==> config.mk <==
export PLATFORM = sky130hd
export DESIGN_NAME = oc_dual_timer
export DESIGN_NICKNAME = d
export VERILOG_FILES = /design/src/rtl/oc_pkg.sv /design/src/rtl/oc_prescaler.sv /design/src/rtl/oc_counter.sv /design/src/rtl/oc_channel.sv /design/src/rtl/oc_dual_timer.sv
export SDC_FILE = /design/constraint.sdc
export NUM_CORES = 1
export LEC_CHECK = 0
export ABC_AREA = 1
export BUFFER_PORTS_ARGS = -buffer_cell sky130_fd_sc_hd__buf_2
export CAP_MARGIN = 10
export CORE_MARGIN = 3
export CORE_UTILIZATION = 30
export DETAILED_ROUTE_END_ITERATION = 10
export GPL_TIMING_DRIVEN = 0
export SKIP_CTS_REPAIR_TIMING = 1
export SYNTH_ARGS = -nofsm -noshare
export SYNTH_HDL_FRONTEND = slang
export SYNTH_HIERARCHICAL = 1
export SYNTH_SLANG_ARGS = --single-unit
==> constraint.sdc <==
create_clock -name clk -period 2.7 [get_ports clk]
set_clock_uncertainty 0.05 [all_clocks]
set_input_delay 0.675 -clock clk [delete_from_list [all_inputs] [get_ports clk]]
set_output_delay 0.675 -clock clk [all_outputs]
set_load 0.02 [all_outputs]
==> src/rtl/oc_pkg.sv <==
package oc_pkg;
  localparam int CMP_W  = 16;
  localparam int NCH    = 2;
  localparam int ADDR_W = 3;
  localparam int PRE_W  = 4;
  localparam int CTL_W  = 4;
  localparam logic [CMP_W-1:0] CMP_RST = 16'h8000;

  typedef enum logic [ADDR_W-1:0] {
    RA_CTLA = 3'd0,
    RA_CTLB = 3'd1,
    RA_STAT = 3'd2,
    RA_C1HI = 3'd3,
    RA_C1LO = 3'd4,
    RA_C2HI = 3'd5,
    RA_C2LO = 3'd6,
    RA_NONE = 3'd7
  } reg_addr_e;

  typedef enum logic [1:0] {
    CK_DIV4  = 2'd0,
    CK_DIV8  = 2'd1,
    CK_DIV16 = 2'd2,
    CK_EXT   = 2'd3
  } clk_sel_e;

  // terminal count of the divider: divide ratio minus one
  function automatic logic [PRE_W-1:0] pre_limit(input logic [1:0] sel);
    return PRE_W'((32'd4 << sel) - 32'd1);
  endfunction

  function automatic logic [ADDR_W-1:0] hi_addr(input int ch);
    return ADDR_W'(32'd3 + 32'd2 * ch);
  endfunction

  function automatic logic [ADDR_W-1:0] lo_addr(input int ch);
    return ADDR_W'(32'd4 + 32'd2 * ch);
  endfunction
endpackage

==> src/rtl/oc_prescaler.sv <==
module oc_prescaler
  import oc_pkg::*;
(
  input  logic       clk,
  input  logic       rst_n,
  input  logic [1:0] sel,
  input  logic       ext_in,
  output logic       tick
);
  logic [PRE_W-1:0] div_cnt;
  logic [2:0]       ext_sync;
  logic             ext_mode;
  logic [PRE_W-1:0] lim;

  assign ext_mode = (clk_sel_e'(sel) == CK_EXT);
  assign lim      = pre_limit(sel);
  assign tick     = ext_mode ? (ext_sync[1] & ~ext_sync[2]) : (div_cnt >= lim);

  always_ff @(posedge clk) begin
    if (!rst_n) begin
      div_cnt  <= '0;
      ext_sync <= '0;
    end else begin
      ext_sync <= {ext_sync[1:0], ext_in};
      if (ext_mode || div_cnt >= lim) div_cnt <= '0;
      else                            div_cnt <= div_cnt + 1'b1;
    end
  end
endmodule

==> src/rtl/oc_counter.sv <==
module oc_counter #(
  parameter int W = 16
) (
  input  logic         clk,
  input  logic         rst_n,
  input  logic         tick,
  output logic [W-1:0] count
);
  always_ff @(posedge clk) begin
    if (!rst_n)    count <= '0;
    else if (tick) count <= count + 1'b1;
  end
endmodule

==> src/rtl/oc_channel.sv <==
module oc_channel #(
  parameter int               W       = 16,
  parameter logic [W-1:0]     RST_VAL = '0
) (
  input  logic         clk,
  input  logic         rst_n,
  input  logic         hi_wr,
  input  logic         lo_wr,
  input  logic         lo_acc,
  input  logic         stat_rd,
  input  logic [7:0]   wdata,
  input  logic         tick,
  input  logic [W-1:0] count,
  input  logic         oe,
  input  logic         lvl,
  output logic [W-1:0] cmp,
  output logic         flag,
  output logic         arm,
  output logic         pin,
  output logic         match_evt
);
  localparam int HB = W - 8;

  logic inhib;

  assign match_evt = tick & ~inhib & (count == cmp);

  always_ff @(posedge clk) begin
    if (!rst_n) begin
      cmp   <= RST_VAL;
      inhib <= 1'b0;
      flag  <= 1'b0;
      arm   <= 1'b0;
      pin   <= 1'b0;
    end else begin
      if (hi_wr) begin
        cmp[W-1:8] <= HB'(wdata);
        inhib      <= 1'b1;
      end
      if (lo_wr) begin
        cmp[7:0] <= wdata;
        inhib    <= 1'b0;
      end
      // a match beats the clearing access
      if (match_evt)         flag <= 1'b1;
      else if (lo_acc && arm) flag <= 1'b0;
      if (lo_acc)               arm <= 1'b0;
      else if (stat_rd && flag) arm <= 1'b1;
      if (match_evt && oe) pin <= lvl;
    end
  end
endmodule

==> src/rtl/oc_dual_timer.sv <==
module oc_dual_timer
  import oc_pkg::*;
(
  input  logic              clk,
  input  logic              rst_n,
  input  logic [ADDR_W-1:0] bus_addr,
  input  logic              bus_wr,
  input  logic              bus_rd,
  input  logic [7:0]        bus_wdata,
  output logic [7:0]        bus_rdata,
  input  logic              ext_tclk,
  output logic [NCH-1:0]    cmp_pin,
  output logic [NCH-1:0]    cmp_pin_oe,
  output logic              irq
);
  logic [CTL_W-1:0]          ctla_q, ctlb_q;
  logic                      tick_w;
  logic [CMP_W-1:0]          count_w;
  logic [NCH-1:0][CMP_W-1:0] cmp_w;
  logic [NCH-1:0]            flag_w, arm_w, match_w, hi_wr_w, lo_wr_w, lo_acc_w;
  logic [NCH-1:0]            oe_w, lvl_w;
  logic                      stat_rd_w;

  assign oe_w      = ctla_q[3:2];
  assign lvl_w     = ctlb_q[1:0];
  assign stat_rd_w = bus_rd && (bus_addr == RA_STAT);

  always_ff @(posedge clk) begin
    if (!rst_n) begin
      ctla_q <= '0;
      ctlb_q <= '0;
    end else if (bus_wr) begin
      if (bus_addr == RA_CTLA) ctla_q <= bus_wdata[CTL_W-1:0];
      if (bus_addr == RA_CTLB) ctlb_q <= bus_wdata[CTL_W-1:0];
    end
  end

  oc_prescaler u_pre (
    .clk(clk), .rst_n(rst_n), .sel(ctla_q[1:0]), .ext_in(ext_tclk), .tick(tick_w)
  );

  oc_counter #(.W(CMP_W)) u_cnt (
    .clk(clk), .rst_n(rst_n), .tick(tick_w), .count(count_w)
  );

  for (genvar i = 0; i < NCH; i++) begin : g_ch
    assign hi_wr_w[i]  = bus_wr && (bus_addr == hi_addr(i));
    assign lo_wr_w[i]  = bus_wr && (bus_addr == lo_addr(i));
    assign lo_acc_w[i] = (bus_wr || bus_rd) && (bus_addr == lo_addr(i));

    oc_channel #(.W(CMP_W), .RST_VAL(CMP_RST)) u_chan (
      .clk(clk), .rst_n(rst_n),
      .hi_wr(hi_wr_w[i]), .lo_wr(lo_wr_w[i]), .lo_acc(lo_acc_w[i]),
      .stat_rd(stat_rd_w), .wdata(bus_wdata),
      .tick(tick_w), .count(count_w),
      .oe(oe_w[i]), .lvl(lvl_w[i]),
      .cmp(cmp_w[i]), .flag(flag_w[i]), .arm(arm_w[i]),
      .pin(cmp_pin[i]), .match_evt(match_w[i])
    );
  end

  always_comb begin
    bus_rdata = '0;
    case (reg_addr_e'(bus_addr))
      RA_CTLA: bus_rdata = 8'(ctla_q);
      RA_CTLB: bus_rdata = 8'(ctlb_q);
      RA_STAT: bus_rdata = 8'(flag_w);
      RA_C1HI: bus_rdata = cmp_w[0][CMP_W-1:8];
      RA_C1LO: bus_rdata = cmp_w[0][7:0];
      RA_C2HI: bus_rdata = cmp_w[1][CMP_W-1:8];
      RA_C2LO: bus_rdata = cmp_w[1][7:0];
      default: bus_rdata = '0;
    endcase
  end

  assign cmp_pin_oe = oe_w;
  assign irq        = ctlb_q[2] & ctlb_q[3] & (|flag_w);
endmodule

Word-level counts from Yosys, hierarchy flattened --
Cells that the tools add are included. W data, S select, Z words.
Storage, ports and cells: output and inout port bits 13, memories 0, bits in read-only memories 0, memory bits (writable) 0, latch bits 0, register bits 71, input port bits 16, logic and storage cells 74
Cells by class: magnitude comparators 1, shifts and indexed selects 1, $add $sub $neg 3, bitwise operators 11, multiplexer cells 6, multiply operators 0, equality and inequality tests 9, divide/modulo/power cells 0, reductions and logical operators 26
Operators with widths (number):
- $pmux W8 S7 | 1
- $eq A16 B16 Y1 | 2
- $add A16 B1 Y16 const B | 1
- $logic_and A1 B1 Y1 | 13
- $reduce_or A2 Y1 | 6
- $eq A3 B3 Y1 const B | 3
- $and A1 B1 Y1 | 7
- $eq A3 B2 Y1 const B | 2
- $mux W1 | 5
- $add A4 B1 Y4 const B | 1
- $ge A4 B4 Y1 | 1
- $not A1 Y1 | 4
- $reduce_and A2 Y1 | 2
- $reduce_bool A2 Y1 | 2
- $shl A3 B2 Y4 const A | 1
- $sub A4 B1 Y4 const B | 1
- $eq A3 B1 Y1 const B | 1
- $logic_not A3 Y1 | 1
- $eq A2 B2 Y1 const B | 1
- $logic_or A1 B1 Y1 | 2

Depth between registers and ports, before layout --
depth after elaboration 7, gate-level depth with buffers 14, depth with buffers taken out 13

By module --
The synthesis kept the hierarchy.
By module, submodules not included:
- oc_channel | cells each 180, area each 1091.0 um^2, instances 2, seq. area each 400.4 um^2
- oc_dual_timer | cells each 147, area each 868.3 um^2, instances 1, seq. area each 160.2 um^2
- oc_counter | cells each 126, area each 845.8 um^2, instances 1, seq. area each 320.3 um^2
- oc_prescaler | cells each 39, area each 309.0 um^2, instances 1, seq. area each 140.1 um^2

Least setup slack after synthesis --
Ideal clock, no wire load.
path kind input port to flip-flop, start point in bus_addr[0], end point reg g_ch[0].u_chan.cmp[13], path slack 507 ps, stages 8, setup time 132 ps, buffers on the path 3, arrival time 2011 ps, required time 2518 ps, cells stage by stage buf_4 > inv_1 > buf_4 > nor4_1 > inv_1 > clkbuf_1 > o21ai_0 > a21oi_1
On the way: word-level cells in the longest chain between the ends 2
Ends and longest elaborated chain:
- from (decl) | RTL line oc_dual_timer.sv:6 | input logic [ADDR_W-1:0] bus_addr,
- $eq A3 B2 Y1 | RTL line oc_dual_timer.sv:47 | assign hi_wr_w[i] = bus_wr && (bus_addr == hi_addr(i));
- $logic_and A1 B1 Y1 | RTL line oc_dual_timer.sv:47
- net hi_wr_w[0] | RTL line oc_dual_timer.sv:20 | logic [NCH-1:0] flag_w, arm_w, match_w, hi_wr_w, lo_wr_w, lo_acc_w;
- to (signal, indexed assignment) | RTL line oc_channel.sv:37 | cmp[W-1:8] <= HB'(wdata);
- to (decl) | RTL line oc_channel.sv:16 | output logic [W-1:0] cmp,
The timed path passes the listed nets, and every way through them passes these cells. A chain may end at the register's enable or synchronous reset.

Final worst setup path --
start point in bus_addr[2], end point reg g_ch[1].u_chan.cmp[14]
On the way: word-level cells in the longest chain between the ends 2
Ends and longest elaborated chain (RTL line):
- $eq A3 B3 Y1 | oc_dual_timer.sv:47
- $logic_and A1 B1 Y1 | oc_dual_timer.sv:47
- net hi_wr_w[1] | oc_dual_timer.sv:20
- to (signal, indexed assignment) | oc_channel.sv:37
- to (decl) | oc_channel.sv:16
The timed path passes the listed nets, and every way through them passes these cells.

==> qor.txt <==
fill cell count: 1,494
Worst-Skew Late Latency: 0.34 ns
CP bufs+invs: 5
Area Growth Syn to Fin: 18.0%
critical path endpoint category: flop
Routed WL: 13,300 um
r2r setup slk: 0.32 ns
CP top delay family: buffers and inverters
max-slew violations: 0
Mapped Area: 0.00419 mm2
fraction of layout cells with a size suffix above 1: 13.1%
Rel. slew slack: 41.1%
maximum vdd drop: 0.000298 V
first-pass GRT wire length: 21,600 um
post-DR wirelength/cell: 15.0 um
Tmin final: 2.61 ns
Final Net Count: 727
slowest stage delay, CP: 0.83 ns
Worst setup SP type: input pin
Starting Density: 31.2%
Crit-path slowest cell: nor4_1
setup TNS: 0 ns
vias in the first global route: 4,166
Die Y: 124 um
setup violators final: 0
status: complete, no violations
Avg Cell Area, Syn: 6.26 um2
Storage cell area: 0.00142 mm2
Req. time, crit path: 2.85 ns
Yosys warnings: 6
die area: 0.0154 mm2
WS Path Type: input pin to flop
maxcap violations: 0
Multi-input gate area: 0.00228 mm2
Synthesized Nets: 690
IO Pins: 29
Clk pin slew, worst setup/hold paths: 0.06 ns
vias per cell: 4.97
post-synthesis cell count: 670
GRT Resource Usage Total: 17.4%
CTS sink cnt: 71
crit path cell chain: buf_2 -> inv_2 -> buf_1 -> nor4_1 -> inv_1 -> clkbuf_1 -> o21ai_0 -> a21oi_1
Rows: 42
Remaining DRCs: 0
Post-DP Area: 0.00454 mm2
initial antenna violation count: 0
CTS Buf Count: 9
RePlAce Congestion: 0.917
hold_sp: u_pre/ext_sync[0]
deepest clock path buffer count: 2
most frequent cells in the layout: nand2_1 (164), inv_1 (92), nor2_1 (91), dfxtp_1 (71), nand4_1 (43)
largest net degree at the start of global routing: 32
Slew @ Worst Pin: 0.876 ns
most common cell after layout, fill and taps aside: nand2_1
cell area after layout: 0.00495 mm2
Final Total Pwr: 0.00309 W
power density cells: 624 mW/mm2
Port Buf Inserts: 26
post-DP HPWL: 9880 um
Crit Path Max Fanout: 10
# H-tree levels: 3
ant diodes: 0
crit share post-route: 96.5%
Routed Antenna Nets: 0
worst reg2reg path endpoint: u_cnt/count[13]
RSZ-0062 raised after global routing: no
Hold Fails Final Rpt: 0
hold_ws: 0.368 ns
CTS tree: built
R2R cell count: 14
Critical Path AT: 2.76 ns
routed vias: 4,411
grt ovf: 0
hold-critical path depth: 2
1st-pass router iterations: 5
Core Util, Final: 36.8%
Max Fclk: 0.384 GHz
hold path endpoint: u_pre/ext_sync[1]
HP Class: flop to flop
core area: 0.0135 mm2
P_leak: 2.20 nW
die extent in x: 124 um
Root Buffer: clkbuf_16
initial DRC count: 347
r2r startpoint: ctla_q[0]
power breakdown:
group | leakage (nW) | total (W) | internal, W | switching [W]
registers | 0.576 | 0.00114 | 0.00109 | 0.0000518
clock network | 0.193 | 0.00158 | 0.00111 | 0.000470
logic | 1.43 | 0.000362 | 0.000120 | 0.000242
worst register-to-register path: cells and delay by family, from the launching register on:
kind	cells	cell delay, ns
flops	1	0.43
buf+inv	1	0.25
compound gates	1	0.37
fa+ha+maj	1	0.27
simple gates	11	0.91
registers in the layout, summed over array words and instances, names as in the netlist:
name	flops
ctla_q	4
ctlb_q	4
g_ch.u_chan/arm	2
g_ch.u_chan/cmp	32
g_ch.u_chan/flag	2
g_ch.u_chan/inhib	2
g_ch.u_chan/pin	2
u_cnt/count	16
u_pre/div_cnt	4
u_pre/ext_sync	3
layout make-up:
cell class	instances	area share [%]
multi-input cells	474	46.0
flip-flops and latches	71	28.7
inverters	103	7.81
clock buffers	10	4.83
well taps	176	4.45
clock inverters	6	3.14
repair buffers	26	2.63
plain buffers	22	2.38
routing by layer:
metal / GRT usage (%) / wire (um) / vias up
met2: 26.4 / 5770 / 142
met3: 3.26 / 863 / 18
met5: 0 / 0 / -
li1: - / - / 2233
met4: 5.54 / 207 / 0
met1: 25.0 / 6500 / 2018
through the flow:
step           cells  setup WS, ns
3_3_place_gp     872        -0.337
6_report         888        0.0944
4_1_cts          888        0.0191
2_1_floorplan    670         0.507
3_5_place_dp     872        -0.326
5_1_grt          888       0.00948
worst max-delay path by stage:
stage / from / endpoint / cells past startpoint
floorplan: bus_addr[0] / g_ch[0].u_chan/cmp[13] / 8
global placement: bus_addr[2] / g_ch[0].u_chan/cmp[14] / 8
detailed placement: bus_addr[2] / g_ch[0].u_chan/cmp[14] / 8
CTS: bus_addr[2] / g_ch[0].u_chan/cmp[14] / 8
global route: bus_addr[2] / g_ch[1].u_chan/cmp[14] / 8
finish: bus_addr[2] / g_ch[1].u_chan/cmp[14] / 8
No activity file was read; power rests on OpenSTA's default activity.
